==> config.mk <==
export PLATFORM = sky130hd
export DESIGN_NAME = ptr_addr_gen
export DESIGN_NICKNAME = d
export VERILOG_FILES = /design/src/rtl/ptr_agen_pkg.sv /design/src/rtl/agen_ptr_select.sv /design/src/rtl/agen_addr_calc.sv /design/src/rtl/agen_phase.sv /design/src/rtl/ptr_addr_gen.sv
export SDC_FILE = /design/constraint.sdc
export NUM_CORES = 1
export LEC_CHECK = 0
export BUFFER_PORTS_ARGS = -buffer_cell sky130_fd_sc_hd__buf_4
export CAP_MARGIN = 20
export CORE_ASPECT_RATIO = 0.9
export CORE_UTILIZATION = 30
export CTS_BUF_LIST = sky130_fd_sc_hd__clkbuf_16
export DETAILED_ROUTE_END_ITERATION = 7
export GPL_TIMING_DRIVEN = 0
export SLEW_MARGIN = 20
export SYNTH_ARGS = -nofsm -noshare
export SYNTH_HDL_FRONTEND = slang
export SYNTH_SLANG_ARGS = --single-unit
==> constraint.sdc <==
create_clock -name clk -period 3.55 [get_ports clk]
set_input_delay 0.71 -clock clk [delete_from_list [all_inputs] [get_ports clk]]
set_output_delay 0.71 -clock clk [all_outputs]
set_load 0.01 [all_outputs]
==> src/rtl/ptr_agen_pkg.sv <==
package ptr_agen_pkg;
  typedef enum logic [2:0] {
    AM_PLAIN   = 3'd0,
    AM_POSTINC = 3'd1,
    AM_PREDEC  = 3'd2,
    AM_DISP    = 3'd3,
    AM_DIRECT  = 3'd4
  } agen_mode_e;

  typedef enum logic [1:0] {
    PS_X = 2'd0,
    PS_Y = 2'd1,
    PS_Z = 2'd2
  } agen_ptr_e;

  localparam int unsigned NUM_PTR = 3;
endpackage

==> src/rtl/agen_ptr_select.sv <==
module agen_ptr_select
  import ptr_agen_pkg::*;
#(
  parameter int AW      = 16,
  parameter int RF_DEPTH = 32,
  parameter int RIDX_W  = 5
) (
  input  logic [1:0]             sel,
  input  logic [NUM_PTR*AW-1:0]  ptrs_flat,
  output logic [AW-1:0]          ptr_val,
  output logic [RIDX_W-1:0]      lo_idx,
  output logic                   is_x
);
  localparam int BASE = RF_DEPTH - 2 * NUM_PTR;

  logic [AW-1:0]     ptr_tbl [NUM_PTR];
  logic [RIDX_W-1:0] idx_tbl [NUM_PTR];
  logic [1:0]        sel_c;

  for (genvar g = 0; g < NUM_PTR; g++) begin : g_pair
    assign ptr_tbl[g] = ptrs_flat[g*AW +: AW];
    assign idx_tbl[g] = RIDX_W'(BASE + 2 * g);
  end

  // select code 3 folds onto the last pointer
  assign sel_c   = (sel > 2'(NUM_PTR - 1)) ? 2'(NUM_PTR - 1) : sel;
  assign ptr_val = ptr_tbl[sel_c];
  assign lo_idx  = idx_tbl[sel_c];
  assign is_x    = (sel_c == PS_X);
endmodule

==> src/rtl/agen_addr_calc.sv <==
module agen_addr_calc
  import ptr_agen_pkg::*;
#(
  parameter int          AW         = 16,
  parameter int          DISP_W     = 6,
  parameter logic [15:0] DIRECT_MAX = 16'h08FF
) (
  input  logic [2:0]        mode,
  input  logic              is_x,
  input  logic [AW-1:0]     ptr,
  input  logic [DISP_W-1:0] disp,
  input  logic [AW-1:0]     imm,
  output logic [AW-1:0]     eff_addr,
  output logic [AW-1:0]     new_ptr,
  output logic              wb_req,
  output logic              addr_ok
);
  function automatic logic [AW-1:0] step_up(input logic [AW-1:0] p);
    return p + AW'(1);
  endfunction

  function automatic logic [AW-1:0] step_down(input logic [AW-1:0] p);
    return p - AW'(1);
  endfunction

  function automatic logic [AW-1:0] offset(input logic [AW-1:0] p,
                                           input logic [DISP_W-1:0] d);
    return p + AW'(d);
  endfunction

  always_comb begin
    eff_addr = ptr;
    new_ptr  = ptr;
    wb_req   = 1'b0;
    addr_ok  = 1'b1;
    case (agen_mode_e'(mode))
      AM_POSTINC: begin
        new_ptr = step_up(ptr);
        wb_req  = 1'b1;
      end
      AM_PREDEC: begin
        new_ptr  = step_down(ptr);
        eff_addr = new_ptr;
        wb_req   = 1'b1;
      end
      AM_DISP: begin
        if (!is_x) eff_addr = offset(ptr, disp);
      end
      AM_DIRECT: begin
        eff_addr = imm;
        addr_ok  = (imm <= AW'(DIRECT_MAX));
      end
      default: ;
    endcase
  end
endmodule

==> src/rtl/agen_phase.sv <==
module agen_phase (
  input  logic clk,
  input  logic rst_n,
  input  logic req_valid,
  output logic accept,
  output logic ph_access,
  output logic ph_finish
);
  assign accept = req_valid && !ph_access;

  always_ff @(posedge clk) begin
    if (!rst_n) begin
      ph_access <= 1'b0;
      ph_finish <= 1'b0;
    end else begin
      ph_access <= accept;
      ph_finish <= ph_access;
    end
  end
endmodule

==> src/rtl/ptr_addr_gen.sv <==
module ptr_addr_gen
  import ptr_agen_pkg::*;
#(
  parameter int          BYTE_W     = 8,
  parameter int          AW         = 2 * BYTE_W,
  parameter int          DISP_W     = 6,
  parameter int          RF_DEPTH   = 32,
  parameter int          RIDX_W     = $clog2(RF_DEPTH),
  parameter logic [15:0] DIRECT_MAX = 16'h08FF
) (
  input  logic              clk,
  input  logic              rst_n,
  input  logic              req_valid,
  input  logic [1:0]        req_sel,
  input  logic [2:0]        req_mode,
  input  logic [DISP_W-1:0] req_disp,
  input  logic [AW-1:0]     req_imm,
  input  logic              req_store,
  input  logic [RIDX_W-1:0] req_dst,
  input  logic [AW-1:0]     ptr_x,
  input  logic [AW-1:0]     ptr_y,
  input  logic [AW-1:0]     ptr_z,
  output logic              busy,
  output logic              mem_en,
  output logic              mem_we,
  output logic [AW-1:0]     mem_addr,
  output logic              ptr_we,
  output logic [RIDX_W-1:0] ptr_lo_idx,
  output logic [RIDX_W-1:0] ptr_hi_idx,
  output logic [BYTE_W-1:0] ptr_lo_data,
  output logic [BYTE_W-1:0] ptr_hi_data,
  output logic              ld_we,
  output logic [RIDX_W-1:0] ld_idx
);
  logic              accept, ph_access, ph_finish;
  logic [AW-1:0]     sel_ptr, calc_addr, calc_new;
  logic [RIDX_W-1:0] sel_lo;
  logic              sel_is_x, calc_wb, calc_ok;

  logic [AW-1:0]     r_addr, r_new;
  logic [RIDX_W-1:0] r_lo, r_dst;
  logic              r_wb, r_ok, r_store;
  logic              dst_hits_ptr;

  agen_phase u_phase (
    .clk       (clk),
    .rst_n     (rst_n),
    .req_valid (req_valid),
    .accept    (accept),
    .ph_access (ph_access),
    .ph_finish (ph_finish)
  );

  agen_ptr_select #(.AW(AW), .RF_DEPTH(RF_DEPTH), .RIDX_W(RIDX_W)) u_sel (
    .sel       (req_sel),
    .ptrs_flat ({ptr_z, ptr_y, ptr_x}),
    .ptr_val   (sel_ptr),
    .lo_idx    (sel_lo),
    .is_x      (sel_is_x)
  );

  agen_addr_calc #(.AW(AW), .DISP_W(DISP_W), .DIRECT_MAX(DIRECT_MAX)) u_calc (
    .mode     (req_mode),
    .is_x     (sel_is_x),
    .ptr      (sel_ptr),
    .disp     (req_disp),
    .imm      (req_imm),
    .eff_addr (calc_addr),
    .new_ptr  (calc_new),
    .wb_req   (calc_wb),
    .addr_ok  (calc_ok)
  );

  always_ff @(posedge clk) begin
    if (!rst_n) begin
      r_addr  <= '0;
      r_new   <= '0;
      r_lo    <= '0;
      r_dst   <= '0;
      r_wb    <= 1'b0;
      r_ok    <= 1'b0;
      r_store <= 1'b0;
    end else if (accept) begin
      r_addr  <= calc_addr;
      r_new   <= calc_new;
      r_lo    <= sel_lo;
      r_dst   <= req_dst;
      r_wb    <= calc_wb;
      r_ok    <= calc_ok;
      r_store <= req_store;
    end
  end

  // load destination overlaps the pointer being written back
  assign dst_hits_ptr = r_wb && (r_dst[RIDX_W-1:1] == r_lo[RIDX_W-1:1]);

  assign busy        = ph_access;
  assign mem_en      = ph_access && r_ok;
  assign mem_we      = ph_access && r_ok && r_store;
  assign mem_addr    = (ph_access && r_ok) ? r_addr : '0;
  assign ptr_we      = ph_finish && r_wb;
  assign ptr_lo_idx  = ptr_we ? r_lo : '0;
  assign ptr_hi_idx  = ptr_we ? (r_lo | RIDX_W'(1)) : '0;
  assign ptr_lo_data = ptr_we ? r_new[BYTE_W-1:0] : '0;
  assign ptr_hi_data = ptr_we ? r_new[AW-1:BYTE_W] : '0;
  assign ld_we       = ph_finish && r_ok && !r_store && !dst_hits_ptr;
  assign ld_idx      = ld_we ? r_dst : '0;
endmodule

==> impl_metrics.yaml, run 1 <==
timing:
  fmax_mhz: 293.8
  setup_viol: 0
  hold_viol_final: 0
  drv_slew: 0
  fin_skew_ns: 0.005170
  layout_min_cycle_time_ns: 3.403
  tightestPinTransition_ns: 0.8319
  max_slew_margin: 0.4442
  post-route-period-util: 0.9587
  whs_ns: 0.4608
worst_setup_path:
  cp-start-kind: "input port"
  cp.arrival_ns: 3.58
  crit_chain: "buf_4, buf_2, buf_4, nand2_1, o21ai_1, buf_2, ha_1, a21o_1, a22o_2, o31ai_4, nor3_1, xor2_1, a221oi_2, a21oi_1"
  end_kind: "flip-flop"
  r2r_end: "r_lo[1]"
  cp_max_fo: 10
  cpLargestDelayFamily: "compound AO/OA/AOI/OAI gates"
  r2r-start: "u_phase.ph_access"
  critPathBufInv: 4
  critPathKind: "in2reg"
  r2r_slack_ns: 1.55
  worstPathRequired_ns: 3.72
  reg2reg_depth: 5
  slowest_delay_ns: 0.34
  worst_path_max_delay_cell: "o31ai_4"
  critPathLaunch: "req_sel[1]"
logic_synthesis:
  synth_largest_area_cell: "dfxtp_1"
  syn-num-nets: 646
  synthFlopType: "dfxtp_1"
  ys_seq_area_frac: 0.2242
  ys_warn_count: 0
  synth_cell_type_count: 68
  synth-edff-count: 0
  synth_top_area_frac: 0.2242
  syn_avg_cell_area_sq_um: 7.267
  synthTopCellsByArea: "dfxtp_1, nand2_1, and3_1"
  syn_inst: 553
  ys_ff_latch: 45
  synthArstFlopShare: 0
  syn_area_sq_mm: 0.004019
power_and_ir_drop:
  ir_drop_mv: 0.2481
  p_leak_nw: 2.441
  power_density_mw_per_mm2: 298.9
finish:
  nNetsFinal: 786
  area_growth_pct: 34.93
  regArea_sq_um: 900.9
  diodes: 0
  multi_input_area_sq_mm: 0.002869
  drive_gt1_frac: 0.2597
  final_util: 0.4209
  fillers: 1397
detailed_routing:
  totalWireLength_um: 16120
  highest_layer: "met4"
  drt_pass1_iterations: 5
  wl_per_cell_um: 18.81
  num_vias: 4767
  vias_per_cell: 5.562
  drtIter0Drc: 350
  drc: 0
  wl_met3_um: 997
  met1_length_um: 7790
  wl_met2_um: 6991
  drtAntennaViolNets: 0
floorplanning:
  die_h_um: 111.8
  rows: 39
  start_util: 0.3120
  coreArea_sq_mm: 0.01288
  die-area_sq_mm: 0.01386
  pin_count: 136
  die_w_um: 124
grt:
  grt_overflow: 0
  grt_max_degree: 14
  antenna_found_initial: 0
  grt_pass1_vias: 4537
  grt_pass1_wl_um: 24830
  grt_usage: 0.2330
clock_tree:
  cts_buffer_depth: 2
  cts_made_buffers: 5
  clock_sinks: 45
  cts_root_buf: "clkbuf_16"
  cts_tree: "done"
  cts_hold_buf: 0
  clock_latency_ns: 0.29
  clk_pin_slew_ns: 0.07
  htreeDepth: 2
placed_design:
  place_hpwl_um: 12960
  port_buffers: 132
  gp_congestion: 0.8894
worst_hold_path:
  hold_depth: 2
  hp-start: "r_addr[15]"
  hold_end: "r_addr[15]"
  hp-class: "reg2reg"
run:
  drv_cap: 0
outcome:
  status: "finished, final reports clean"
## cell usage in the layout (no fill, tap or decap), types with 9 or more instances in the layout
cell type,n
and3_1,40
buf_4,141
mux2i_1,18
o21ai_0,47
nor3_1,11
dfxtp_1,45
nor2_1,31
xnor2_1,15
nand3_1,11
and2_1,18
a21oi_1,27
clkbuf_1,31
nand2_1,72
a21boi_0,9
## tightest hold or removal path: cells and delay by family, from the launching register on
family,cells,cell delay [ns]
and+or+nand+nor,2,0.11
DFF,1,0.33
## timing repair
action                     4_1_cts  5_1_grt
gates resized for setup          6        8
setup endpoints to repair        6        8
pin swaps                        1        1
setup buffers                    1        0
## logic make-up after synthesis
kind of cell             count (synthesis)  share of synthesized area
multiplexers                            20                    0.05043
flip-flops                              45                     0.2242
XOR/XNOR                                23                    0.05013
AO/OA/AOI/OAI                          168                     0.2787
adder cells (fa/ha/maj)                  9                    0.02989
AND/OR/NAND/NOR                        228                     0.2958
other                                    1                  0.0009331
buffers and inverters                   59                    0.07005
## registers in the layout, indices dropped and copies added, names as in the netlist
| signal | cells |
|---|---|
| u_phase.ph_finish | 1 |
| r_new | 16 |
| r_wb | 1 |
| u_phase.ph_access | 1 |
| r_dst | 5 |
| r_store | 1 |
| r_addr | 16 |
| r_ok | 1 |
| r_lo | 3 |
## area by class of cell
cell class | instances | area share
Timing Repair Buffer | 133 | 0.1841
Tap cell | 164 | 0.03784
Inverter | 8 | 0.005999
Buffer | 51 | 0.04730
Clock inverter | 2 | 0.006461
Sequential cell | 45 | 0.1661
Multi-Input combinational cell | 449 | 0.5291
Clock buffer | 5 | 0.02307
## Yosys cell counts (9+ instances only)
cell type	number
a21boi_0	9
nand3_1	11
and2_1	18
dfxtp_1	45
a21oi_1	27
o21ai_0	49
and3_1	40
nor3_1	11
nand2_1	72
clkbuf_1	33
mux2i_1	18
nor2_1	31
xnor2_1	15
a221oi_1	9
## where the power goes
part	switching (mW)	internal, mW	total [mW]
registers	0.0244	0.544	0.568
clock network	0.201	0.327	0.529
logic	0.312	0.212	0.524
## routing by layer
layer,vias up,GRT usage
met2,210,0.3656
met5,-,0
met3,21,0.01742
met4,0,0.06111
met1,2218,0.3401
li1,2318,-
## worst max path at each step
stage,endpoint,cells after the start
global placement,r_addr[12],14
CTS,r_addr[12],13
finish,r_addr[12],14
floorplan,r_addr[12],13
detailed placement,r_addr[12],14
global route,r_addr[12],14
## stage by stage
stage	cells	setup WS [ns]	setup TNS (ns)	instance area [sq um]	power, mW
after floorplan	553	0.02931	0	4019	0.8779
after global placement	849	-0.8115	-4.437	5215	1.072
after detailed placement	849	-0.8793	-5.262	5215	1.083
after CTS	857	0.02204	0	5404	1.618
after global routing	857	-0.01384	-0.01384	5423	1.700
final	857	0.1466	0	5423	1.621
Note: power is estimated with default switching activity, not from simulation.
==> inputs of run 2 (changes only) <==
CORE_UTILIZATION = 47   (was 30)
PLACE_DENSITY = 0.78   (was not set)
==> impl_metrics.yaml, run 2 (same netlist as run 1, synthesis figures left out) <==
clock_tree:
  clk_pin_slew_ns: 0.07
  cts_root_buf: "clkbuf_16"
  cts_buffer_depth: 2
  cts_tree: "done"
  clock_latency_ns: 0.29
  htreeDepth: 2
  cts_made_buffers: 5
  cts_hold_buf: 0
  clock_sinks: 45
floorplanning:
  die-area_sq_mm: 0.008925
  die_w_um: 99.47
  pin_count: 136
  coreArea_sq_mm: 0.008184
  rows: 31
  start_util: 0.4911
  die_h_um: 89.73
outcome:
  status: "finished, final reports clean"
worst_setup_path:
  worstPathRequired_ns: 3.72
  critPathKind: "in2reg"
  cp_max_fo: 10
  cp.arrival_ns: 3.61
  reg2reg_depth: 7
  end_kind: "flip-flop"
  cp-start-kind: "input port"
timing:
  fmax_mhz: 290.9
  rsz0062_at_grt: "no"
  tightestPinTransition_ns: 0.8326
  setup_tns_ns: 0
  hold_viol_final: 0
  layout_min_cycle_time_ns: 3.437
  whs_ns: 0.4593
  setup_viol: 0
  fin_skew_ns: 0.008461
  max_slew_margin: 0.4391
  drv_slew: 0
  post-route-period-util: 0.9683
  setup_slack_ns: 0.1126
power_and_ir_drop:
  power_density_mw_per_mm2: 305.5
  p_leak_nw: 2.443
  total_power_mw: 1.642
  ir_drop_mv: 0.2270
grt:
  grt_pass1_wl_um: 24280
  grt_pass1_vias: 4623
  grt_usage: 0.3456
  antenna_found_initial: 0
  grt_overflow: 0
  grt_max_degree: 15
finish:
  layout.cells.most_common: "buf_4"
  diodes: 0
  reg.largest.list: "r_addr (16), r_new (16), r_dst (5)"
  postLayoutCellArea_sq_mm: 0.005375
  drive_gt1_frac: 0.2576
  layout_common_cells: "buf_4, nand2_1, o21ai_0"
  final_util: 0.6568
  area_growth_pct: 33.75
  instances_no_fill: 810
  nNetsFinal: 787
worst_hold_path:
  hp-class: "reg2reg"
  hold_depth: 1
placed_design:
  port_buffers: 132
  dp.cells: 800
  place_ws_ns: -0.8318
  place_area_sq_mm: 0.005154
  place_hpwl_um: 12100
  gp_congestion: 0.9307
detailed_routing:
  drtAntennaViolNets: 0
  wl_per_cell_um: 19.25
  drc: 0
  drtIter0Drc: 430
  drt_pass1_iterations: 5
  totalWireLength_um: 15590
  num_vias: 4926
  vias_per_cell: 6.081
run:
  drv_cap: 0
[run 2: worst max-delay path, cell delays in order]
cell and delay [ns]:
buf_4 0.11, buf_2 0.18, buf_4 0.19, nand2_1 0.06, o21ai_0 0.13, clkbuf_4 0.18
ha_1 0.21, fa_1 0.41, a21o_1 0.19, a22o_1 0.26, o31ai_4 0.34, nor3_1 0.11
xor2_1 0.17, a221oi_2 0.27, a21oi_1 0.10
[run 2: area by class of cell]
class | instances | area [sq um]
fillers | 718 | 2809
clock buffers | 5 | 125.1
well taps | 115 | 143.9
plain buffers | 51 | 259.0
repair buffers | 134 | 1006
inverters | 8 | 32.53
multi-input cells | 449 | 2867
clock inverters | 3 | 41.29
flip-flops and latches | 45 | 900.9
[run 2: metal layers]
metal	track usage	share of wire	vias to the layer above
met3	0.05443	0.10	35
li1	-	-	2313
met5	0	0	-
met2	0.5579	0.46	333
met1	0.4767	0.43	2245
met4	0.09191	0.017	0
[run 2: path summary, 6_finish.rpt]
check	start	endpoint	slack, ns
worst max register to register	u_phase.ph_access	r_addr[6]	1.56
worst min register to register	r_addr[5]	r_addr[5]	0.46
worst min-delay path	r_addr[5]	r_addr[5]	0.46
worst max-delay path	req_sel[1]	r_addr[12]	0.11
[run 2: report_power, final]
| part | internal, mW | leakage [nW] | switching, mW |
|---|---|---|---|
| Clock | 0.330 | 0.0775 | 0.218 |
| Combinational | 0.214 | 1.99 | 0.313 |
| Sequential | 0.544 | 0.371 | 0.0236 |
| Total | 1.09 | 2.44 | 0.554 |
[run 2: repair_timing]
item | in CTS | in global routing
setup endpoints to repair | 5 | 7
gates resized for setup | 7 | 5
cloned | 0 | 0
pin swaps | 1 | 2
buffers inserted | 2 | 0
endpoints found under the hold margin | 0 | 0
